<file path="src/rtl/pdcp_pkg.sv">
package pdcp_pkg;

    localparam int GAIN_W = 2;
    localparam int MULT_W = 4;

    typedef struct packed {
        logic              sense;
        logic [GAIN_W-1:0] gain;
    } fword_t;

    typedef struct packed {
        logic mon_en;
        logic lock_gate;
    } rword_t;

    typedef struct packed {
        logic up;
        logic dn;
    } req_t;

    typedef enum logic [1:0] {
        CP1_50  = 2'd0,
        CP1_75  = 2'd1,
        CP1_125 = 2'd2,
        CP1_200 = 2'd3
    } cp1_code_e;

    // pump 2 multiplier in half-units
    function automatic logic [MULT_W-1:0] mult_half(input logic [GAIN_W-1:0] g);
        case (g)
            2'd0:    return MULT_W'(2);
            2'd1:    return MULT_W'(3);
            2'd2:    return MULT_W'(5);
            default: return MULT_W'(8);
        endcase
    endfunction

endpackage

</file>
<file path="src/rtl/pdcp_sync.sv">
module pdcp_sync #(
    parameter int STAGES = 2
) (
    input  logic clk,
    input  logic rst,
    input  logic d,
    output logic q
);
    logic [STAGES-1:0] sh;

    always_ff @(posedge clk) begin
        if (rst) sh <= '0;
        else     sh <= {sh[STAGES-2:0], d};
    end

    assign q = sh[STAGES-1];
endmodule

</file>
<file path="src/rtl/pdcp_pfd.sv">
module pdcp_pfd
    import pdcp_pkg::*;
(
    input  logic clk,
    input  logic rst,
    input  logic lead_in,
    input  logic lag_in,
    output req_t req
);
    logic lead_d, lag_d;
    req_t st;
    logic lead_rise, lag_rise, both;

    assign lead_rise = lead_in & ~lead_d;
    assign lag_rise  = lag_in & ~lag_d;
    assign both      = st.up & st.dn;

    always_ff @(posedge clk) begin
        if (rst) begin
            lead_d <= 1'b0;
            lag_d  <= 1'b0;
            st     <= '0;
        end else begin
            lead_d <= lead_in;
            lag_d  <= lag_in;
            st.up  <= (st.up & ~both) | lead_rise;
            st.dn  <= (st.dn & ~both) | lag_rise;
        end
    end

    assign req = st;
endmodule

</file>
<file path="src/rtl/pdcp_route.sv">
module pdcp_route
    import pdcp_pkg::*;
(
    input  fword_t fw,
    input  rword_t rw,
    input  logic   lock_s,
    input  logic   ref_i,
    input  logic   rf_i,
    input  req_t   req,
    output req_t   p1,
    output req_t   p2,
    output logic   mon_a,
    output logic   mon_b,
    output logic [GAIN_W-1:0] cp1_code,
    output logic [MULT_W-1:0] cp2_mult
);
    logic p1_on;

    always_comb begin
        if (rw.lock_gate) p1_on = ~lock_s;
        else              p1_on = ~rw.mon_en;
        p1.up = req.up & p1_on;
        p1.dn = req.dn & p1_on;
        p2    = req;
        mon_a = rw.mon_en & (fw.sense ? ref_i : rf_i);
        mon_b = rw.mon_en & (fw.sense ? rf_i : ref_i);
        cp1_code = GAIN_W'(cp1_code_e'(fw.gain));
        cp2_mult = mult_half(fw.gain);
    end
endmodule

</file>
<file path="src/rtl/pdcp_ctrl.sv">
module pdcp_ctrl
    import pdcp_pkg::*;
#(
    parameter int SYNC_STAGES = 2
) (
    input  logic              clk,
    input  logic              rst,
    input  logic              ref_pulse,
    input  logic              rf_pulse,
    input  logic              sense,
    input  logic [1:0]        gain,
    input  logic              mon_en,
    input  logic              lock_gate,
    input  logic              lock_in,
    output logic              p1_up,
    output logic              p1_dn,
    output logic              p2_up,
    output logic              p2_dn,
    output logic              mon_a,
    output logic              mon_b,
    output logic [1:0]        cp1_code,
    output logic [3:0]        cp2_mult_x2
);
    fword_t fw;
    rword_t rw;
    req_t   req, p1, p2;
    logic   lock_s, lead, lag;

    assign fw   = '{sense: sense, gain: gain};
    assign rw   = '{mon_en: mon_en, lock_gate: lock_gate};
    assign lead = sense ? rf_pulse : ref_pulse;
    assign lag  = sense ? ref_pulse : rf_pulse;

    pdcp_sync #(.STAGES(SYNC_STAGES)) u_sync (
        .clk(clk), .rst(rst), .d(lock_in), .q(lock_s)
    );

    pdcp_pfd u_pfd (
        .clk(clk), .rst(rst), .lead_in(lead), .lag_in(lag), .req(req)
    );

    pdcp_route u_route (
        .fw(fw), .rw(rw), .lock_s(lock_s), .ref_i(ref_pulse), .rf_i(rf_pulse),
        .req(req), .p1(p1), .p2(p2), .mon_a(mon_a), .mon_b(mon_b),
        .cp1_code(cp1_code), .cp2_mult(cp2_mult_x2)
    );

    assign p1_up = p1.up;
    assign p1_dn = p1.dn;
    assign p2_up = p2.up;
    assign p2_dn = p2.dn;
endmodule

</file>
<file path="config.mk">
export PLATFORM = sky130hd
export DESIGN_NAME = pdcp_ctrl
export DESIGN_NICKNAME = d
export VERILOG_FILES = /design/src/rtl/pdcp_pkg.sv /design/src/rtl/pdcp_sync.sv /design/src/rtl/pdcp_pfd.sv /design/src/rtl/pdcp_route.sv /design/src/rtl/pdcp_ctrl.sv
export SDC_FILE = /design/constraint.sdc
export NUM_CORES = 1
export LEC_CHECK = 0
export ABC_AREA = 1
export BUFFER_PORTS_ARGS = -buffer_cell sky130_fd_sc_hd__buf_2
export CORE_AREA = 3 3 40 42
export DETAILED_ROUTE_END_ITERATION = 12
export DIE_AREA = 0 0 43 45
export SYNTH_ARGS = -nofsm -noshare
export SYNTH_HDL_FRONTEND = slang
export SYNTH_SLANG_ARGS = --single-unit
</file>
<file path="constraint.sdc">
create_clock -name clk -period 0.85 [get_ports clk]
set_clock_uncertainty 0.05 [all_clocks]
set_input_delay 0.085 -clock clk [delete_from_list [all_inputs] [get_ports clk]]
set_output_delay 0.085 -clock clk [all_outputs]
set_load 0.005 [all_outputs]
</file>
==> results of run 1 <==
[routing by layer]
layer | track usage | vias up
met4 | 0.0723 | 0
met5 | 0 | -
li1 | - | 186
met1 | 0.0803 | 150
met2 | 0.135 | 14
met3 | 0.0159 | 0
[registers in the layout, indices dropped and copies added (netlist names)]
signal and flops:
u_pfd.lag_d 1, u_pfd.lead_d 1, u_pfd.req 2, u_sync.sh 2
[path summary, 6_finish.rpt]
kind	from	endpoint	depth (start not counted)
worst max register to register	u_pfd.req[1]	u_pfd.req[0]	3
worst max-delay path	u_sync.sh[1]	p1_dn	4
worst min register to register	u_sync.sh[0]	u_sync.sh[1]	2
worst min-delay path	rst	u_sync.sh[1]	2
[what timing repair did]
item                                    4_1_cts  5_1_grt
resized for setup                             2       10
pin swaps                                     1        2
hold buffers                                  1        0
endpoints found under the setup margin        3        4
endpoints found under the hold margin         1        0
[area by class of cell]
class / count / area (um2) / share of cell area
Multi-Input combinational cell: 28 / 158 / 0.318
Clock buffer: 3 / 22.5 / 0.0455
Sequential cell: 6 / 124 / 0.250
Inverter: 13 / 48.8 / 0.0985
Timing Repair Buffer: 22 / 124 / 0.250
Tap cell: 15 / 18.8 / 0.0379
[power breakdown]
| part | internal (W) | total, W | leakage [nW] | switching, W |
|---|---|---|---|---|
| combinational | 0.0000802 | 0.000162 | 0.238 | 0.0000820 |
| clock | 0.000159 | 0.000255 | 0.0138 | 0.0000960 |
| sequential | 0.000306 | 0.000317 | 0.0508 | 0.0000104 |
| total | 0.000546 | 0.000734 | 0.302 | 0.000188 |
[critical path, stage by stage, from the launching register on]
cell and delay, ns:
dfxtp_2 0.31, nand2_2 0.05, o21ai_2 0.05, nor2_1 0.07
buf_2 0.11
[logic make-up after synthesis]
| group | Yosys count | synth area share |
|---|---|---|
| buffers and inverters | 15 | 0.190 |
| and+or+nand+nor | 23 | 0.287 |
| AOI/OAI and AO/OA | 1 | 0.0149 |
| DFF | 6 | 0.358 |
| adders and majority gates | 4 | 0.149 |
[stage by stage]
stage / cells / hold WS (ns) / utilization / TNS (ns)
after floorplan: 49 / 0.106 / - / 0
after global placement: 83 / 0.240 / 0.346 / 0
after detailed placement: 83 / 0.245 / 0.346 / 0
after CTS: 87 / 0.00116 / 0.372 / -0.301
after global routing: 87 / 0.0168 / 0.386 / -0.370
final: 87 / 0.00314 / 0.386 / -0.223
[layout by cell type (no fill, tap or decap)]
cell type / Yosys / layout
nand2_2: 2 / 3
nand2_1: 7 / 6
inv_1: 11 / 8
clkbuf_4: 0 / 3
buf_2: 0 / 19
inv_2: 2 / 5
dfxtp_1: 6 / 3
dfxtp_2: 0 / 3
nor2_1: 10 / 10
o21ai_2: 0 / 1
buf_4: 2 / 1
buf_6: 0 / 1
nand3_1: 4 / 4
dlygate4sd3_1: 0 / 1
ha_1: 4 / 4
==> impl_metrics.csv, run 1 <==
group,metric,value,unit
setup_path,reg2reg_slack,0.21,ns
logic_synthesis,ys_seq_area_frac,0.358,
die,start_util,0.261,
flow_run,max_cap_violations,0,
finish,area_growth_syn_to_layout,47.8,%
logic_synthesis,synthFlopType,"dfxtp_1",
logic_synthesis,yosys-top-cells-count,"inv_1, nor2_1, nand2_1",
power,p_per_area,1480,mW/mm2
logic_synthesis,synth_top_area_frac,0.358,
run_status,status,"finished with violations",
die,die_h,45,um
place,postPlaceCellArea,444,um2
place,io_buffers,21,
global_routing,grt_pass1_vias,295,
setup_path,crit_type,"flop to output pin",
run_status,violations,"setup timing",
clocking,clock_path_buffers,2,
logic_synthesis,yosys.cell_types.count,10,
logic_synthesis,netlist_area,335,um2
logic_synthesis,yosysTopAreaCell,"dfxtp_1",
finish,drive_above_1_share,0.500,
clocking,clk_latency,0.24,ns
drt,dr_wl_met2,382,um
die,coreArea,0.00128,mm2
setup_path,critPathCaptureType,"output pin",
clocking,cts_buffers,3,
logic_synthesis,avgSynthCellArea,6.84,um2
clocking,clock-root-buffer,"clkbuf_4",
drt,first_pass_iters,2,
clocking,cts_tree,"done",
place,dp_hpwl,562,um
sta,hold_viol_final,0,
clocking,numClockSinks,6,
sta,fmax,1040,MHz
setup_path,cp-start-kind,"flop",
logic_synthesis,synth-seq-cells,6,
drt,num_vias,350,
sta,setup_ws,-0.113,ns
logic_synthesis,post-synth-top-count-cell,"inv_1",
global_routing,grt_use_total,0.0785,
drt,met1_length,218,um
logic_synthesis,synth.area.top_cells,"dfxtp_1, ha_1, inv_1, nor2_1, nand2_1",
drt,drcViolationCount,0,
drt,drtIter0Drc,2,
drt,via_per_inst,4.02,
sta,tightest_slew,0.119,ns
power,p_total,0.000734,W
finish,final_area,495,um2
global_routing,grt_pass1_wl,1110,um
logic_synthesis,ys_warn_count,0,
clocking,clk_pin_slew,0.04,ns
die,pin_count,22,
clocking,postCtsSetupBuffers,0,
min_path,holdCritPathClass,"input port to flop",
sta,relSlewSlack,0.920,
power,peakVddDrop,771,uV
power,p_leak,0.302,nW
logic_synthesis,async_flop_share,0,
sta,finalSetupViolCount,2,
die,die-area,0.00194,mm2
sta,rsz0062_at_grt,"yes",
global_routing,grt-ovfl-total,0,
place,place.gp.congestion,0.699,
logic_synthesis,syn_inst,49,
global_routing,antenna_found_initial,0,
finish,n_antenna_cell,0,
setup_path,crit_fanout,2,
finish,n_fill_cell,145,
drt,top_layer,"met3",
sta,min_period,0.963,ns
finish,final_nets,88,
drt,wl_per_cell,7.75,um
logic_synthesis,synth_enable_flop_cells,0,
sta,timing.final.crit_share,1.13,
setup_path,cp.arrival,0.83,ns
die,die_w,43,um
drt,totalWireLength,674,um
sta,slew_viol_final,0,
place,dp_worst_setup_slack,0.0234,ns
clocking,cts_max_level,1,
global_routing,grt_max_degree,6,
logic_synthesis,syn-num-nets,63,
drt,route.met3.wl,73,um
setup_path,cp.required,0.71,ns
die,num_rows,13,
drt,ant_nets,0,
Note: power is estimated with default switching activity, not from simulation.
==> inputs of run 2 (changes only) <==
--- a/config.mk
+++ b/config.mk
@@ -6,10 +6,10 @@
 export NUM_CORES = 1
 export LEC_CHECK = 0
 export ABC_AREA = 1
-export BUFFER_PORTS_ARGS = -buffer_cell sky130_fd_sc_hd__buf_2
 export CORE_AREA = 3 3 40 42
 export DETAILED_ROUTE_END_ITERATION = 12
 export DIE_AREA = 0 0 43 45
+export DONT_BUFFER_PORTS = 1
 export SYNTH_ARGS = -nofsm -noshare
 export SYNTH_HDL_FRONTEND = slang
 export SYNTH_SLANG_ARGS = --single-unit
==> impl_metrics.csv, run 2 (synthesis gave the netlist of run 1 again) <==
group,metric,value,unit
power,p_comb_frac,0.161,
die,coreArea,0.00128,mm2
die,die_h,45,um
global_routing,grt_pass1_wl,1120,um
power,clockPowerShare,0.385,
place,dp_hpwl,526,um
power,p_int,0.000516,W
power,p_leak,0.221,nW
finish,layout_commonest_cell,"inv_1",
setup_path,path_cells,"nand2_2, o21ai_2, nor2_2",
setup_path,critPathCaptureType,"output pin",
die,pin_count,22,
clocking,cts_tree,"done",
clocking,cts_max_level,1,
die,start_util,0.261,
flow_run,max_cap_violations,0,
clocking,postCtsSetupBuffers,0,
drt,via_per_inst,4.32,
finish,final_cell_mix,"inv_1, nor2_1, nand2_1, nand3_1, ha_1",
clocking,clock_path_buffers,2,
setup_path,slowest_delay,0.31,ns
sta,finalSetupViolCount,2,
sta,tns,-0.135,ns
setup_path,cp.required,0.71,ns
setup_path,crit_slowest_cell,"dfxtp_2",
finish,final_nets,69,
global_routing,grt_pass1_vias,275,
sta,fmax,1090,MHz
sta,setup_ws,-0.0686,ns
power,power_switching,0.000186,W
drt,ant_nets,0,
place,place.gp.congestion,0.679,
clocking,numClockSinks,6,
global_routing,grt_use_total,0.0867,
power,peakVddDrop,622,uV
sta,tightest_slew,0.174,ns
place,postPlaceCellArea,347,um2
setup_path,crit_type,"flop to output pin",
finish,final_area,408,um2
finish,finalNonFillerCells,68,
global_routing,grt_max_degree,5,
finish,drive_above_1_share,0.283,
run_status,violations,"setup timing",
clocking,clk_pin_slew,0.05,ns
die,num_rows,13,
drt,wl_per_cell,9.96,um
sta,rsz0062_at_grt,"yes",
setup_path,crit_fanout,2,
clocking,cts_buffers,3,
drt,drcViolationCount,0,
finish,area_growth_syn_to_layout,21.6,%
sta,min_period,0.919,ns
finish,n_antenna_cell,0,
setup_path,cp.arrival,0.78,ns
min_path,holdCritPathClass,"input port to flop",
power,switching_share,0.265,
place,dp_worst_setup_slack,0.144,ns
place,io_buffers,0,
global_routing,grt-ovfl-total,0,
power,pwr-share-seq,0.454,
global_routing,antenna_found_initial,0,
die,die_w,43,um
run_status,status,"finished with violations",
drt,drtIter0Drc,3,
drt,num_vias,294,
power,p_total,0.000701,W
place,placed_cells,63,
sta,relSlewSlack,0.884,
clocking,clk_latency,0.25,ns
sta,hold_viol_final,0,
power,p_per_area,1720,mW/mm2
die,die-area,0.00194,mm2
sta,timing.final.crit_share,1.08,
sta,slew_viol_final,0,
clocking,clock-root-buffer,"clkbuf_4",
drt,first_pass_iters,4,
setup_path,cp-start-kind,"flop",
drt,totalWireLength,677,um
run 2: worst paths after layout:
| check | startpoint | end | slack (ns) | cells past startpoint |
|---|---|---|---|---|
| setup / recovery | u_sync.sh[1] | p1_dn | -0.07 | 3 |
| hold / removal | rst | u_pfd.req[1] | 0.002 | 3 |
| setup reg to reg | u_pfd.req[1] | u_pfd.req[0] | 0.17 | 3 |
| hold reg to reg | u_sync.sh[0] | u_sync.sh[1] | 0.36 | 2 |
run 2: through the flow:
stage / hold WS [ns] / util
after CTS: 0.00596 / 0.307
after global routing: 0.0295 / 0.317
after global placement: 0.107 / 0.270
after floorplan: 0.106 / -
final: 0.00202 / 0.317
after detailed placement: 0.109 / 0.270
run 2: what timing repair did:
action	in CTS	in global routing
pin swaps	1	2
endpoints found under the hold margin	4	0
hold buffers	2	0
gates resized for setup	3	6
setup endpoints to repair	2	3
run 2: worst max-delay path: cells and delay by family (launching register included):
kind	cells	cell delay, ns
compound gates	1	0.07
flops	1	0.31
simple gates	2	0.16
run 2: power by group through the flow:
stage	registers (W)	clock network [W]	logic (W)
floorplan	0.000318	0	0.0000795
global route	0.000321	0.000294	0.000132
global placement	0.000319	0	0.0000938
CTS	0.000316	0.000273	0.000108
detailed placement	0.000320	0	0.0000962
finish	0.000318	0.000270	0.000113
run 2: area by class of cell:
| cell class | count | area [um2] |
|---|---|---|
| inverters | 13 | 48.8 |
| flip-flops and latches | 6 | 124 |
| repair buffers | 3 | 31.3 |
| clock buffers | 3 | 22.5 |
| fillers | 132 | 877 |
| well taps | 15 | 18.8 |
| multi-input cells | 28 | 163 |
run 2: layer usage:
layer | vias to the layer above | track usage | part of all wire
li1 | 147 | - | -
met5 | - | 0 | 0
met2 | 17 | 0.144 | 0.50
met3 | 4 | 0.0438 | 0.12
met1 | 126 | 0.0725 | 0.34
met4 | 0 | 0.0904 | 0.043
==> inputs of run 3 (changes only) <==
--- a/config.mk
+++ b/config.mk
@@ -5,11 +5,12 @@
 export SDC_FILE = /design/constraint.sdc
 export NUM_CORES = 1
 export LEC_CHECK = 0
-export ABC_AREA = 1
+export ABC_CLOCK_PERIOD_IN_PS = 850
 export CORE_AREA = 3 3 40 42
 export DETAILED_ROUTE_END_ITERATION = 12
 export DIE_AREA = 0 0 43 45
 export DONT_BUFFER_PORTS = 1
+export SETUP_SLACK_MARGIN = 0.4
 export SYNTH_ARGS = -nofsm -noshare
 export SYNTH_HDL_FRONTEND = slang
 export SYNTH_SLANG_ARGS = --single-unit
==> impl_metrics.csv, run 3 <==
group,metric,value,unit
logic_synthesis,async_flop_share,0,
setup_path,crit_slowest_cell,"dfxtp_2",
finish,n_fill_cell,129,
logic_synthesis,synth_enable_flop_cells,0,
drt,ant_nets,0,
die,coreArea,0.00128,mm2
power,p_per_area,1410,mW/mm2
sta,hold_viol_final,5,
die,die_h,45,um
sta,tns,-0.524,ns
sta,finalSetupViolCount,6,
global_routing,grt_max_degree,9,
die,num_rows,13,
clocking,numClockSinks,6,
logic_synthesis,yosys-top-cells-count,"dfxtp_1, ha_1, nor2_1",
logic_synthesis,synth-seq-cells,6,
flow_run,max_cap_violations,0,
place,io_buffers,0,
run_status,status,"finished with violations",
clocking,clk_latency,0.24,ns
sta,relSlewSlack,0.884,
setup_path,reg2reg_slack,-0.04,ns
setup_path,crit_type,"flop to output pin",
logic_synthesis,ys_seq_area_frac,0.384,
sta,setup_ws,-0.167,ns
drt,first_pass_iters,1,
sta,tightest_slew,0.171,ns
clocking,clk_pin_slew,0.04,ns
setup_path,critPathCaptureType,"output pin",
logic_synthesis,yosysTopAreaCell,"dfxtp_1",
logic_synthesis,avgSynthCellArea,10.1,um2
place,place.gp.congestion,0.731,
setup_path,cp.arrival,0.88,ns
global_routing,grt-ovfl-total,0,
finish,n_antenna_cell,0,
clocking,cts_tree,"done",
logic_synthesis,post-synth-top-count-cell,"dfxtp_1",
sta,fmax,983,MHz
finish,drive_above_1_share,0.684,
clocking,clock_path_buffers,2,
logic_synthesis,synthFlopType,"dfxtp_1",
die,pin_count,22,
sta,slew_viol_final,0,
die,die_w,43,um
power,p_leak,0.201,nW
finish,layout_commonest_cell,"buf_6",
place,dp_worst_setup_slack,-0.0224,ns
power,pwr-share-seq,0.431,
min_path,holdCritPathClass,"input port to flop",
power,p_comb_frac,0.230,
global_routing,antenna_found_initial,0,
power,power_switching,0.000159,W
global_routing,grt_use_total,0.0759,
sta,rsz0062_at_grt,"yes",
power,clockPowerShare,0.339,
logic_synthesis,synth_top_area_frac,0.384,
setup_path,crit_fanout,2,
sta,min_period,1.02,ns
finish,final_nets,54,
drt,wl_per_cell,11.8,um
logic_synthesis,syn-num-nets,45,
logic_synthesis,synth.area.top_cells,"dfxtp_1, ha_1, mux2i_1, and2b_2, or3b_1",
power,p_int,0.000581,W
drt,drcViolationCount,0,
power,switching_share,0.215,
drt,num_vias,237,
global_routing,grt_pass1_vias,256,
sta,holdWs,-0.136,ns
setup_path,path_cells,"mux2i_2, and2_1",
die,start_util,0.243,
drt,drtIter0Drc,0,
setup_path,cp.required,0.71,ns
setup_path,slowest_delay,0.31,ns
drt,totalWireLength,624,um
drt,via_per_inst,4.47,
sta,timing.final.crit_share,1.20,
setup_path,worst-path-buf-inv,0,
die,die-area,0.00194,mm2
logic_synthesis,ys_warn_count,0,
clocking,cts_max_level,1,
logic_synthesis,netlist_area,313,um2
clocking,clock-root-buffer,"clkbuf_4",
logic_synthesis,yosys.cell_types.count,11,
global_routing,grt_pass1_wl,1060,um
setup_path,path_delay_family,"flip-flops",
power,peakVddDrop,361,uV
clocking,cts_buffers,3,
logic_synthesis,syn_inst,31,
power,p_total,0.000739,W
finish,final_cell_mix,"buf_6, ha_4, clkbuf_4, dfxtp_1, dfxtp_2",
finish,area_growth_syn_to_layout,67.2,%
setup_path,cp-start-kind,"flop",
run_status,violations,"hold timing, setup timing",
-- run 3: path summary, 6_finish.rpt --
path,from,endpoint,depth (start not counted)
worst max-delay path,u_sync.sh[1],p1_up,2
worst min-delay path,rst,u_pfd.lead_d,1
worst max register to register,u_pfd.req[0],u_pfd.req[0],2
worst min register to register,u_pfd.lag_d,u_pfd.req[0],1
-- run 3: power by group through the flow --
stage	Combinational [W]	Clock, W	Sequential, W
3_5_place_dp	0.000129	0	0.000321
6_report	0.000170	0.000251	0.000319
2_1_floorplan	0.0000911	0	0.000321
5_1_grt	0.000184	0.000275	0.000321
4_1_cts	0.000161	0.000259	0.000318
3_3_place_gp	0.000125	0	0.000319
-- run 3: area by class of cell --
| cell class | count | area [um2] | area share |
|---|---|---|---|
| clock buffers | 3 | 22.5 | 0.0431 |
| well taps | 15 | 18.8 | 0.0359 |
| multi-input cells | 21 | 251 | 0.481 |
| inverters | 2 | 46.3 | 0.0885 |
| flip-flops and latches | 6 | 124 | 0.237 |
| repair buffers | 6 | 60.1 | 0.115 |
-- run 3: logic make-up after synthesis --
kind of cell / synth area share
buffers and inverters: 0.0720
muxes: 0.0960
adders and majority gates: 0.160
and+or+nand+nor: 0.240
DFF: 0.384
AOI/OAI and AO/OA: 0.0480
-- run 3: metrics by stage --
stage / utilization / instance area (um2) / hold slack (ns) / instances
CTS: 0.388 / 498 / -0.142 / 53
global placement: 0.332 / 427 / 0.111 / 48
finish: 0.407 / 523 / -0.136 / 53
detailed placement: 0.332 / 427 / 0.111 / 48
floorplan: - / 393 / 0.107 / 31
global route: 0.407 / 523 / -0.144 / 53
-- run 3: timing repair --
action / in CTS / in global routing
buffers inserted: 2 / 0
gates resized for setup: 8 / 6
hold endpoints to repair: 5 / 5
pin swaps: 3 / 3
setup endpoints to repair: 11 / 12
-- run 3: worst reg2reg max path: cells and delay by family (launching register included) --
family,cells,cell delay [ns]
AND/OR/NAND/NOR,1,0.35
AO/OA/AOI/OAI,1,0.07
flip-flops,1,0.33
-- run 3: metal layers --
| metal | global-route usage | part of all wire | vias up |
|---|---|---|---|
| met5 | 0 | 0 | - |
| met4 | 0.0723 | 0 | 0 |
| met3 | 0.0159 | 0.11 | 0 |
| met2 | 0.123 | 0.54 | 12 |
| met1 | 0.0823 | 0.34 | 112 |
| li1 | - | - | 113 |
